### src/rtl/irq_ctrl_pkg.sv
package irq_ctrl_pkg;
    typedef enum logic [1:0] {
        SEL_PEND  = 2'd0,
        SEL_MASK  = 2'd1,
        SEL_CLR   = 2'd2,
        SEL_FORCE = 2'd3
    } reg_sel_e;
endpackage

### src/rtl/irq_src_map.sv
module irq_src_map #(
    parameter int LVL_W = 4,
    parameter int NSRC  = 5,
    parameter logic [NSRC*LVL_W-1:0] SRC_LVL = '0,
    localparam int NL = 1 << LVL_W
) (
    input  logic [NSRC-1:0] src_pulse,
    output logic [NL-1:0]   set_vec
);
    // one OR tree per level, built from the per-source level map
    for (genvar l = 0; l < NL; l++) begin : g_lvl
        always_comb begin
            set_vec[l] = 1'b0;
            for (int s = 0; s < NSRC; s++) begin
                if (l != 0 && SRC_LVL[s*LVL_W +: LVL_W] == LVL_W'(l))
                    set_vec[l] = set_vec[l] | src_pulse[s];
            end
        end
    end
endmodule

### src/rtl/irq_regs.sv
module irq_regs
    import irq_ctrl_pkg::*;
#(
    parameter int LVL_W = 4,
    localparam int NL = 1 << LVL_W
) (
    input  logic             clk,
    input  logic             rst_n,
    input  logic             reg_wen,
    input  logic [1:0]       reg_addr,
    input  logic [NL-1:0]    reg_wdata,
    output logic [NL-1:0]    reg_rdata,
    input  logic [NL-1:0]    set_vec,
    input  logic             ack,
    input  logic [LVL_W-1:0] ack_lvl,
    output logic [NL-1:0]    pend_q,
    output logic [NL-1:0]    mask_q,
    output logic [NL-1:0]    force_q
);
    localparam logic [NL-1:0] LVL_BITS = {{(NL-1){1'b1}}, 1'b0};

    reg_sel_e        sel;
    logic            wr_pend, wr_mask, wr_clr, wr_force;
    logic [NL-1:0]   clr_vec, ack_oh, ack_force, ack_pend;
    logic [NL-1:0]   pend_d, mask_d, force_d;

    always_comb begin
        sel       = reg_sel_e'(reg_addr);
        wr_pend   = reg_wen && (sel == SEL_PEND);
        wr_mask   = reg_wen && (sel == SEL_MASK);
        wr_clr    = reg_wen && (sel == SEL_CLR);
        wr_force  = reg_wen && (sel == SEL_FORCE);
        clr_vec   = wr_clr ? reg_wdata : '0;
        ack_oh    = ack ? (NL'(1) << ack_lvl) : '0;
        ack_force = ack_oh & force_q;
        ack_pend  = ack_oh & ~force_q;
        // a new event beats any clear arriving with it
        pend_d    = ((pend_q & ~clr_vec & ~ack_pend) | set_vec) & LVL_BITS;
        mask_d    = wr_mask  ? (reg_wdata & LVL_BITS) : mask_q;
        force_d   = wr_force ? (reg_wdata & LVL_BITS) : (force_q & ~ack_force);
    end

    always_ff @(posedge clk or negedge rst_n) begin
        if (!rst_n) begin
            pend_q  <= '0;
            mask_q  <= LVL_BITS;
            force_q <= '0;
        end else begin
            pend_q  <= pend_d;
            mask_q  <= mask_d;
            force_q <= force_d;
        end
    end

    always_comb begin
        unique case (sel)
            SEL_PEND:  reg_rdata = pend_q;
            SEL_MASK:  reg_rdata = mask_q;
            SEL_CLR:   reg_rdata = '0;
            SEL_FORCE: reg_rdata = force_q;
            default:   reg_rdata = '0;
        endcase
    end


    src_latch_chk: assert property (@(posedge clk) disable iff (!rst_n)
        (set_vec != '0) |=> ((pend_q & $past(set_vec)) == $past(set_vec)));


    clr_effect_chk: assert property (@(posedge clk) disable iff (!rst_n)
        (wr_clr && !ack) |=> ((pend_q & $past(clr_vec) & ~$past(set_vec)) == '0));


    pend_ro_chk: assert property (@(posedge clk) disable iff (!rst_n)
        (wr_pend && set_vec == '0 && !ack) |=> (pend_q == $past(pend_q)));


    ack_force_chk: assert property (@(posedge clk) disable iff (!rst_n)
        (ack && !wr_force && (force_q & ack_oh) != '0)
            |=> ((force_q & $past(ack_oh)) == '0 && (pend_q & $past(pend_q) & $past(ack_oh)) == ($past(pend_q) & $past(ack_oh))));


    no_level0_chk: assert property (@(posedge clk) disable iff (!rst_n)
        !pend_q[0] && !force_q[0]);
endmodule

### src/rtl/irq_prio.sv
module irq_prio #(
    parameter int LVL_W = 4,
    localparam int NL = 1 << LVL_W
) (
    input  logic [NL-1:0]    active,
    output logic [LVL_W-1:0] level
);
    // later iterations overwrite earlier ones: the highest index wins
    always_comb begin
        level = '0;
        for (int i = 1; i < NL; i++) begin
            if (active[i]) level = LVL_W'(i);
        end
    end
endmodule

### src/rtl/irq_ctrl_top.sv
module irq_ctrl_top #(
    parameter int LVL_W    = 4,
    parameter int LVL_RTC  = 13,
    parameter int LVL_GPT  = 12,
    parameter int LVL_UA   = 4,
    parameter int LVL_UB   = 5,
    parameter int LVL_UERR = 1,
    localparam int NL   = 1 << LVL_W,
    localparam int NSRC = 5
) (
    input  logic             clk,
    input  logic             rst_n,
    input  logic             reg_wen,
    input  logic [1:0]       reg_addr,
    input  logic [NL-1:0]    reg_wdata,
    output logic [NL-1:0]    reg_rdata,
    input  logic             rtc_tick,
    input  logic             gpt_tick,
    input  logic             uart_a_evt,
    input  logic             uart_b_evt,
    input  logic             uart_ovf,
    input  logic             irq_ack,
    input  logic [LVL_W-1:0] irq_ack_lvl,
    output logic [LVL_W-1:0] irq_level
);
    localparam logic [NSRC*LVL_W-1:0] SRC_LVL = {
        LVL_W'(LVL_RTC), LVL_W'(LVL_GPT), LVL_W'(LVL_UERR),
        LVL_W'(LVL_UB), LVL_W'(LVL_UA)};

    logic [NSRC-1:0] src_pulse;
    logic [NL-1:0]   set_vec, pend_q, mask_q, force_q, active;

    assign src_pulse = {rtc_tick, gpt_tick, uart_ovf, uart_b_evt, uart_a_evt};

    irq_src_map #(.LVL_W(LVL_W), .NSRC(NSRC), .SRC_LVL(SRC_LVL)) u_map (
        .src_pulse (src_pulse),
        .set_vec   (set_vec)
    );

    irq_regs #(.LVL_W(LVL_W)) u_regs (
        .clk       (clk),
        .rst_n     (rst_n),
        .reg_wen   (reg_wen),
        .reg_addr  (reg_addr),
        .reg_wdata (reg_wdata),
        .reg_rdata (reg_rdata),
        .set_vec   (set_vec),
        .ack       (irq_ack),
        .ack_lvl   (irq_ack_lvl),
        .pend_q    (pend_q),
        .mask_q    (mask_q),
        .force_q   (force_q)
    );

    assign active = (pend_q | force_q) & ~mask_q;

    irq_prio #(.LVL_W(LVL_W)) u_prio (
        .active (active),
        .level  (irq_level)
    );


    masked_quiet_chk: assert property (@(posedge clk) disable iff (!rst_n)
        (irq_level != '0) |-> (!mask_q[irq_level] && (pend_q[irq_level] || force_q[irq_level])));


    highest_win_chk: assert property (@(posedge clk) disable iff (!rst_n)
        (irq_level != '0) |-> ((active >> irq_level) == NL'(1)));


    idle_zero_chk: assert property (@(posedge clk) disable iff (!rst_n)
        ((pend_q | force_q) & ~mask_q) == '0 |-> irq_level == '0);
endmodule

### config.mk
export PLATFORM = sky130hd
export DESIGN_NAME = irq_ctrl_top
export DESIGN_NICKNAME = d
export VERILOG_FILES = /design/src/rtl/irq_ctrl_pkg.sv /design/src/rtl/irq_src_map.sv /design/src/rtl/irq_regs.sv /design/src/rtl/irq_prio.sv /design/src/rtl/irq_ctrl_top.sv
export SDC_FILE = /design/constraint.sdc
export NUM_CORES = 1
export LEC_CHECK = 0
export ABC_CLOCK_PERIOD_IN_PS = 1530
export BUFFER_PORTS_ARGS = -buffer_cell sky130_fd_sc_hd__clkbuf_2
export CORE_ASPECT_RATIO = 2
export CORE_MARGIN = 1
export CORE_UTILIZATION = 35
export DETAILED_ROUTE_END_ITERATION = 6
export GPL_TIMING_DRIVEN = 0
export HOLD_SLACK_MARGIN = 0.06
export PLACE_DENSITY = 0.57
export SYNTH_ARGS = -nofsm -noshare
export SYNTH_HDL_FRONTEND = slang
export SYNTH_SLANG_ARGS = --single-unit
### constraint.sdc
create_clock -name clk -period 1.53 [get_ports clk]
set_input_delay 0.0765 -clock clk [delete_from_list [all_inputs] [get_ports clk]]
set_output_delay 0.0765 -clock clk [all_outputs]
set_load 0.03 [all_outputs]
==> flow_metrics.py <==
metrics = {
    "sta": {
        "fin_setup_tns_ps": -760,
        "rsz0062_at_grt": "yes",
        "worst_slew_pin_slew_ps": 1170,
        "setup_viol": 4,
        "fin_crit_sh_pct": 120,
        "hold_viol": 0,
        "slew_headroom_pct": 21.9,
        "min_period_ps": 1840,
        "skew_ps": 2.51,
        "setup_ws_ps": -307,
        "drv_slew": 0,
        "timing.fmax_ghz": 0.545,
    },
    "synth": {
        "synth_common_cells": "59 x nand2_1, 37 x o21ai_0, 31 x dfrtp_1",
        "ys_warn_count": 0,
        "syn_nets": 294,
        "ys.flop_type": "dfrtp_1",
        "synth_edf_count": 0,
        "synth_seq_cells": 46,
        "synth_area_leaders": "dfrtp_1 30%, dfstp_2 15%, nand2_1 8.7%",
        "yosysSeqAreaShare_pct": 46.0,
        "synth_most_common_cell": "nand2_1",
        "synth.largest_area_cell": "dfrtp_1",
        "synthCells": 263,
        "syn_area_per_cell_um2": 9.68,
        "async_flop_share_pct": 100,
        "synth_cell_types": 38,
        "netlist_area_um2": 2540,
        "netlist.area_leader.share_pct": 30.5,
    },
    "floorplanning": {
        "dieHeight_um": 123,
        "die_area_um2": 7640,
        "initial_core_util_pct": 36.4,
        "io_pins": 51,
        "die_w_um": 62.3,
        "coreArea_um2": 6990,
        "fp-row-count": 43,
    },
    "critical_path": {
        "rrSetupSlack_ps": 360,
        "r2r-start": "u_regs.force_q[13]$_DFF_PN0_",
        "required_ps": 1450,
        "end_kind": "primary output",
        "reg2regPathDepth": 2,
        "start_kind": "flop",
        "critPathArrivalTime_ps": 1760,
        "crit_fanout": 2,
        "crit_type": "reg -> out",
        "reg2reg_to": "u_regs.pend_q[13]$_DFF_PN0_",
    },
    "clock_tree": {
        "htreeDepth": 2,
        "numCtsBuffers": 5,
        "cts.sink_count": 46,
        "root_buffer": "clkbuf_16",
        "cts.clk_slew.worst_paths_ps": 60,
        "max-clock-path-buffers": 2,
        "cts_tree": "built",
        "clk-insertion-delay-late_ps": 290,
    },
    "status": {
        "status": "complete, but fails checks",
        "violations": "negative setup slack",
    },
    "routing": {
        "route.detailed.drc": 0,
        "wl_per_cell_um": 17.4,
        "vias": 2268,
        "drt_iter0_drc": 118,
        "dr.pass1.iters": 4,
        "drt_wl_total_um": 7500,
        "antenna_left": 0,
        "via_per_inst": 5.27,
    },
    "global_routing": {
        "overflow": 0,
        "track_usage_pct": 21.2,
        "grt_pass1_vias": 2311,
        "grt_max_degree": 47,
        "grt_pass1_wl_um": 12000,
        "antenna_found_initial": 0,
    },
    "placed_design": {
        "place_ws_ps": -122,
        "post-dp-hpwl_um": 5290,
        "port_buffers": 47,
        "place_congestion": 0.795,
    },
    "layout": {
        "nets": 370,
        "syn_to_final_growth_pct": 36.0,
        "drive_above_1_share_pct": 37.1,
        "antennaDiodeCount": 0,
    },
    "power": {
        "p_total_mw": 3.83,
        "peakVddDrop_mv": 0.844,
        "p_leak_nw": 1.55,
        "powerDensity_nw_per_um2": 1110,
    },
    "job": {
        "drv_cap": 0,
    },
    "worst_hold_path": {
        "min_path_type": "in -> async",
    },
}
[critical path, cell delays in order, from the launching register on]
cell and delay (ps):
dfstp_2 530, o21ba_4 160, o311a_1 290, o211ai_1 180
a21o_1 180, buf_8 130
[cell families (layout without fill, tap and decap cells)]
family | Yosys count | after routing | share of synthesized area (%)
buf+inv | 16 | 93 | 3.64
simple gates | 94 | 94 | 17.6
compound gates | 77 | 77 | 20.3
mux | 30 | 30 | 12.5
flops | 46 | 46 | 46.0
[flip-flops by register name (all words and copies together), names as in the netlist]
register,count
u_regs.force_q,16
u_regs.pend_q,15
u_regs.mask_q,15
[what timing repair did]
action                     CTS  global route
resized for setup           29            14
pin swaps                    9             2
hold buffers                20             0
hold endpoints to repair    26             0
setup buffers                2             1
setup endpoints to repair    4             9
[cell usage in the layout (no fill, tap or decap), types with 7 or more instances in the layout]
cell and count:
nand2_1 57, clkbuf_2 40, o21ai_0 37, dfrtp_1 31, dlygate4sd3_1 20, mux2i_1 15, mux2_2 15, dfstp_2 15
buf_2 8, buf_4 8, o311a_1 7
[layer usage]
layer / GRT usage (%) / wire, um / vias to the layer above
li1: - / - / 1094
met1: 23.5 / 2950 / 1116
met2: 39.8 / 4200 / 48
met3: 3.07 / 222 / 10
met4: 8.87 / 133 / 0
met5: 0 / 0 / -
[cell type report]
type	instances	area (um^2)
Fill cell	685	3530
Multi-Input combinational cell	201	1430
Sequential cell	46	1170
Timing Repair Buffer	70	493
Clock buffer	8	166
Tap cell	90	113
Buffer	13	83.8
Inverter	2	7.51
[metrics by stage]
stage	area, um^2	hold WS (ps)	utilization [%]	cells
2_1_floorplan	2550	-219	-	263
3_3_place_gp	2900	272	41.5	400
3_5_place_dp	2900	272	41.5	400
4_1_cts	3420	64.0	48.9	430
5_1_grt	3460	125	49.5	430
6_report	3460	20.3	49.5	430
[worst max path at each step]
stage	to	startpoint	cells past startpoint
floorplan	irq_level[0]	u_regs.mask_q[2]$_DFFE_PN1P_	4
global placement	irq_level[0]	u_regs.mask_q[2]$_DFFE_PN1P_	5
detailed placement	irq_level[0]	u_regs.mask_q[2]$_DFFE_PN1P_	5
CTS	irq_level[0]	u_regs.mask_q[2]$_DFFE_PN1P_	5
global route	irq_level[0]	u_regs.mask_q[2]$_DFFE_PN1P_	5
finish	irq_level[0]	u_regs.mask_q[2]$_DFFE_PN1P_	5
[power breakdown]
group | leakage, nW | total (mW) | switching, mW | internal [mW]
sequential | 0.548 | 1.56 | 0.144 | 1.42
combinational | 0.917 | 1.08 | 0.566 | 0.510
clock | 0.0832 | 1.19 | 0.451 | 0.740
total | 1.55 | 3.83 | 1.16 | 2.67
(Power assumes the default switching activity.)
